**src/rtl/scp_pkg.sv**
```systemverilog
package scp_pkg;

  parameter int RX_W   = 8;
  parameter int TX_W   = 28;
  parameter int IN_W   = 2;
  parameter int N_PIN  = 7;
  parameter int N_OD   = 5;
  localparam int STAT_W = TX_W - IN_W;

  // Command byte layout: [RX_W-1] time-base select, [N_PIN-1:0] output-port bits.
  localparam int TB_BIT = RX_W - 1;

  // Pin levels from the latched command: inverted bits, pin 0 optionally the
  // time base, pin 2 the complement of pin 1 (bit 2 of the command unused).
  function automatic logic [N_PIN-1:0] pin_levels(input logic [RX_W-1:0] cmd,
                                                  input logic tick);
    logic [N_PIN-1:0] lv;
    lv      = ~cmd[N_PIN-1:0];
    lv[0]   = cmd[TB_BIT] ? tick : ~cmd[0];
    lv[2]   = cmd[1];
    return lv;
  endfunction

  // Open-drain pins 6..3 and 0: low level means the pull-down is on.
  function automatic logic [N_OD-1:0] od_view(input logic [N_PIN-1:0] lv);
    return {lv[6:3], lv[0]};
  endfunction

endpackage

```
**src/rtl/scp_divider.sv**
```systemverilog
module scp_divider #(
  parameter int DIV = 18,
  parameter int HI  = 12
) (
  input  logic clk,
  input  logic rst_n,
  output logic lvl
);
  localparam int CW = (DIV > 1) ? $clog2(DIV) : 1;
  localparam logic [CW-1:0] LAST = CW'(DIV - 1);
  localparam logic [CW-1:0] HIGH = CW'(HI);

  logic [CW-1:0] cnt;

  always_ff @(posedge clk or negedge rst_n) begin
    if (!rst_n)         cnt <= '0;
    else if (cnt == LAST) cnt <= '0;
    else                cnt <= cnt + 1'b1;
  end

  assign lvl = (cnt < HIGH);

  // the level falls only after exactly HI high cycles
  p_fall_point_r9: assert property (@(posedge clk) disable iff (!rst_n)
    $fell(lvl) |-> ($past(cnt) == HIGH - 1'b1));

  // the level rises only at the start of a new period
  p_rise_point_r10: assert property (@(posedge clk) disable iff (!rst_n)
    $rose(lvl) |-> (cnt == '0 && $past(cnt) == LAST));
endmodule

```
**src/rtl/scp_rx.sv**
```systemverilog
module scp_rx #(
  parameter int W = 8
) (
  input  logic         clk,
  input  logic         rst_n,
  input  logic         start,
  input  logic         shift,
  input  logic         sdi,
  input  logic         commit,
  output logic [W-1:0] cmd_q
);
  localparam int NW = $clog2(W + 1);
  localparam logic [NW-1:0] FULL = NW'(W);

  logic [W-1:0]  sr;
  logic [NW-1:0] nbits;
  logic          enough;

  assign enough = (nbits == FULL);

  always_ff @(posedge clk or negedge rst_n) begin
    if (!rst_n) begin
      sr    <= '0;
      nbits <= '0;
    end else begin
      if (start) nbits <= '0;
      else if (shift && !enough) nbits <= nbits + 1'b1;
      if (shift) sr <= {sr[W-2:0], sdi};
    end
  end

  always_ff @(posedge clk or negedge rst_n) begin
    if (!rst_n)               cmd_q <= '0;
    else if (commit && enough) cmd_q <= sr;
  end

  // a received bit enters at the bottom of the shift register
  p_shift_in_r2: assert property (@(posedge clk) disable iff (!rst_n)
    shift |=> (sr[0] == $past(sdi)));

  // the latches move only at a frame end
  p_hold_r3: assert property (@(posedge clk) disable iff (!rst_n)
    !commit |=> $stable(cmd_q));

  // a short frame leaves the latches alone
  p_short_r3: assert property (@(posedge clk) disable iff (!rst_n)
    (commit && nbits < FULL) |=> $stable(cmd_q));
endmodule

```
**src/rtl/scp_tx.sv**
```systemverilog
module scp_tx #(
  parameter int W = 28
) (
  input  logic         clk,
  input  logic         rst_n,
  input  logic         load,
  input  logic         shift,
  input  logic [W-1:0] load_val,
  output logic         msb
);
  logic [W-1:0] sr;

  always_ff @(posedge clk or negedge rst_n) begin
    if (!rst_n)     sr <= '0;
    else if (load)  sr <= load_val;
    else if (shift) sr <= {sr[W-2:0], 1'b0};
  end

  assign msb = sr[W-1];

  // capture takes the whole parallel word
  p_load_r7: assert property (@(posedge clk) disable iff (!rst_n)
    load |=> (msb == $past(load_val[W-1])));

  // each shift promotes the next lower bit
  p_advance_r7: assert property (@(posedge clk) disable iff (!rst_n)
    (shift && !load) |=> (msb == $past(sr[W-2])));
endmodule

```
**src/rtl/serial_ctrl_port.sv**
```systemverilog
module serial_ctrl_port #(
  parameter int CK_DIV = 18,
  parameter int CK_HI  = 12,
  parameter int TB_DIV = 900000
) (
  input  logic                      clk,
  input  logic                      rst_n,
  input  logic                      ce,
  input  logic                      sclk,
  input  logic                      sdi,
  input  logic [scp_pkg::IN_W-1:0]  in_pins,
  input  logic [scp_pkg::STAT_W-1:0] status_word,
  output logic                      sdo,
  output logic [scp_pkg::N_PIN-1:0] out_lvl,
  output logic [scp_pkg::N_OD-1:0]  od_pull_n,
  output logic                      ctl_clk
);
  import scp_pkg::*;

  localparam int TB_HI = TB_DIV / 2;

  logic ce_q, sclk_q;
  logic ce_rise, ce_fall, sclk_rise, sclk_fall;
  logic tx_msb, tick;
  logic [RX_W-1:0] cmd_q;

  always_ff @(posedge clk or negedge rst_n) begin
    if (!rst_n) begin
      ce_q   <= 1'b0;
      sclk_q <= 1'b0;
    end else begin
      ce_q   <= ce;
      sclk_q <= sclk;
    end
  end

  // Named frame and bit events
  assign ce_rise   = ce & ~ce_q;
  assign ce_fall   = ~ce & ce_q;
  assign sclk_rise = ce & sclk & ~sclk_q;
  assign sclk_fall = ce & ~sclk & sclk_q;

  scp_rx #(.W(RX_W)) u_rx (
    .clk(clk), .rst_n(rst_n), .start(ce_rise), .shift(sclk_rise),
    .sdi(sdi), .commit(ce_fall), .cmd_q(cmd_q)
  );

  scp_tx #(.W(TX_W)) u_tx (
    .clk(clk), .rst_n(rst_n), .load(ce_rise), .shift(sclk_fall),
    .load_val({in_pins, status_word}), .msb(tx_msb)
  );

  scp_divider #(.DIV(CK_DIV), .HI(CK_HI)) u_ckdiv (
    .clk(clk), .rst_n(rst_n), .lvl(ctl_clk)
  );

  scp_divider #(.DIV(TB_DIV), .HI(TB_HI)) u_tbdiv (
    .clk(clk), .rst_n(rst_n), .lvl(tick)
  );

  assign sdo       = ce & tx_msb;
  assign out_lvl   = pin_levels(cmd_q, tick);
  assign od_pull_n = od_view(out_lvl);

  // no data leaves outside a frame
  p_quiet_r8: assert property (@(posedge clk) disable iff (!rst_n)
    ce_fall |-> !sdo);

  // the push-pull pair never agrees
  p_pair_r5: assert property (@(posedge clk) disable iff (!rst_n)
    out_lvl[2] != out_lvl[1]);

  // pins other than 0 never follow the time base
  p_pins_frozen_r4: assert property (@(posedge clk) disable iff (!rst_n)
    !ce_fall |=> $stable(out_lvl[N_PIN-1:1]));
endmodule

```
**config.mk**
```make
export PLATFORM = sky130hd
export DESIGN_NAME = serial_ctrl_port
export DESIGN_NICKNAME = d
export VERILOG_FILES = /design/src/rtl/scp_pkg.sv /design/src/rtl/scp_divider.sv /design/src/rtl/scp_rx.sv /design/src/rtl/scp_tx.sv /design/src/rtl/serial_ctrl_port.sv
export SDC_FILE = /design/constraint.sdc
export NUM_CORES = 1
export LEC_CHECK = 0
export ABC_AREA = 1
export CAP_MARGIN = 15
export CORE_ASPECT_RATIO = 1.1
export CORE_UTILIZATION = 56
export DETAILED_ROUTE_END_ITERATION = 12
export PLACE_DENSITY = 0.81
export SYNTH_ARGS = -nofsm -noshare
export SYNTH_HDL_FRONTEND = slang
export SYNTH_SLANG_ARGS = --single-unit
```
**constraint.sdc**
```tcl
create_clock -name clk -period 1.59 [get_ports clk]
set_input_delay 0.3975 -clock clk [delete_from_list [all_inputs] [get_ports clk]]
set_output_delay 0.3975 -clock clk [all_outputs]
set_load 0.02 [all_outputs]
```
==> summary.txt <==
Final Cycle Share = 114%
share of layout cells above drive strength 1 = 21.3%
Warnings, synthesis = 0
Clock Latency Late Sink = 350 ps
CTS Hold Buffers Added = 0
complex-gate fraction of the synthesized area = 13.9%
post-route ant nets = 0
total gr overflow = 0
multiplexer area fraction after synthesis = 0%
Synth Instances = 496
post-placement cell area = 0.00463 mm2
adder-cell share of the synthesized area = 1.61%
Vias = 3562
# DRC = 0
status = finished, violations left
die width = 81.4 um
core area = 0.00663 mm2
number of H-tree levels = 3
Syn Nets = 534
Clock Skews = 16.1 ps
max-cap violation count = 0
fmax = 553 MHz
CTS clk-pin slew, worst paths = 80 ps
total CTS buffers = 9
most frequent cells in the layout = nand2_1 (121), dfrtp_1 (74), inv_1 (72)
I/O pin cnt = 47
Port Buf Inserts = 46
unrepaired setup endpoints after global routing = true
die area = 0.00727 mm2
Min Clock Period, post-route = 1810 ps
crit path max fanout = 3
PD cells = 867 mW/mm2
TritonCTS clock tree = yes
WL per Instance = 13.5 um
final RePlAce weighted congestion = 0.873
wirelength, routed = 9120 um
Final nets = 628
DRT Pass-1 Iters = 6
worst min path class = in2async
largest family of logic cells by synthesized area = simple AND/OR/NAND/NOR gates
Final Cell Area = 0.00509 mm2
fin. max-slew vios = 0
Critical Path RT = 1190 ps
failing checks = setup timing
maximum vdd drop = 0.658 mV
initial cell density of the core = 58.5%
CTS Root Cell = clkbuf_8
CP Data Arrival Time = 1410 ps
r2r setup slk = 70 ps
Total GRT Usage = 25.0%
worst-margin pin slew = 439 ps
post-route setup slack = -220 ps
syn_area_per_cell = 7.83 um2
initial antenna violation count = 0
HPWL Detailed = 5690 um
most common cell after layout, fill and taps aside = nand2_1
first-pass GRT wire length = 13700 um
Cell Area, Synth = 0.00388 mm2
Rows = 31
synth unique cells = 27
n_diodes = 0
crit path capture type = primary output
Die Span Y = 89.3 um
hold slack final = 65.9 ps
fillers = 467
Hold Fails Final Rpt = 0
xor and xnor area share after synthesis = 2.03%
Setup-failing EPs final = 2
Initial DRC Count = 263
P_leak = 2.39 nW
Seq cells post-synth = 74
clock buffer depth = 2
startpoint type of the worst setup path = flip-flop
CTS Sinks = 74
post-synthesis sequential area ratio = 47.7%
relative slew slack = 70.5%
vias in the first global route = 3135
vias per inst = 5.26
area delta synth->final = 31.0%
Crit Path Class = reg2out
largest net degree at the start of global routing = 75
Synth Area in Simple Gates = 23.3%
-- power by group --
group	total [mW]	switching, mW	internal (mW)	leakage, nW
Combinational	0.783	0.439	0.345	1.34
Clock	1.46	0.728	0.729	0.0966
Sequential	2.17	0.0844	2.08	0.952
Total	4.41	1.25	3.16	2.39
-- final cells by class --
cell class	count	area, um2	share of cell area (%)
flip-flops and latches	74	1850	36.4
well taps	82	103	2.02
clock inverters	6	65.1	1.28
inverters	80	300	5.90
clock buffers	10	128	2.51
repair buffers	102	993	19.5
multi-input cells	323	1650	32.3
-- logic make-up (layout without fill, tap and decap cells) --
family / Yosys count / after routing
AOI/OAI and AO/OA: 87 / 87
and+or+nand+nor: 222 / 222
DFF: 74 / 74
buffers and inverters: 99 / 198
adders and majority gates: 5 / 5
xor gates and xnor gates: 9 / 9
-- synthesized netlist by cell type, drive strengths merged --
master,count,area (um2)
clkbuf,4,16.3
xor2,7,61.3
nor2,62,243
xnor2,2,17.5
ha,5,62.6
or2,1,6.26
a21oi,6,30.0
nand3,19,95.1
o21ai,78,473
buf,15,128
o31ai,1,21.3
nand2,125,469
dfrtp,74,1850
nor3,3,15.0
nand3b,1,7.51
o211ai,1,7.51
nand4,11,68.8
inv,80,300
o21bai,1,7.51
-- routing by layer --
metal | up-vias | wire length (um) | track usage, %
met5 | - | 0 | 0
met4 | 0 | 155 | 11.0
met3 | 20 | 506 | 3.67
met2 | 139 | 4730 | 42.7
met1 | 1661 | 3730 | 31.5
li1 | 1742 | - | -
-- flip-flops by register name, indices dropped and copies added (netlist names) --
register	flops
u_tx.sr	28
u_rx.nbits	4
u_tbdiv.cnt	20
u_rx.cmd_q	7
u_ckdiv.cnt	5
sclk_q	1
u_rx.sr	8
ce_q	1
-- path summary, 6_finish.rpt --
| check | startpoint | cells after the start | end |
|---|---|---|---|
| setup / recovery | u_tbdiv.cnt[10]$_DFF_PN0_ | 8 | out_lvl[0] |
| min in group clk | ce | 2 | ce_q$_DFF_PN0_ |
| setup reg to reg | u_tbdiv.cnt[9]$_DFF_PN0_ | 9 | u_tbdiv.cnt[12]$_DFF_PN0_ |
| hold / removal | rst_n | 2 | u_ckdiv.cnt[0]$_DFF_PN0_ |
| max in group asynchronous | rst_n | 2 | u_rx.cmd_q[1]$_DFFE_PN0P_ |
| hold reg to reg | u_rx.sr[2]$_DFFE_PN0P_ | 2 | u_rx.sr[3]$_DFFE_PN0P_ |
-- through the flow --
stage / power [mW] / TNS (ps) / setup slack (ps) / util (%) / std cells
CTS: 4.35 / -403 / -203 / 73.1 / 665
detailed placement: 2.91 / -10850 / -387 / 69.8 / 646
global route: 4.62 / -723 / -302 / 76.7 / 677
floorplan: 2.66 / 0 / 60.5 / - / 496
finish: 4.41 / -439 / -220 / 76.7 / 677
global placement: 2.87 / -9590 / -368 / 69.8 / 646
-- critical path, stage by stage, from the launching register on --
cell     delay (ps)
dfrtp_1         390
nand2_2          90
inv_2            60
nand4_1         110
nand2_2         110
nand2_1          60
nand2_1          70
nand2_2          70
buf_6           130
-- timing repair --
action	4_1_cts	5_1_grt
gates cloned	1	4
pin swaps	4	13
resized for setup	34	29
setup buffers	2	9
setup endpoints to repair	21	44
No activity file was read; power rests on OpenSTA's default activity.
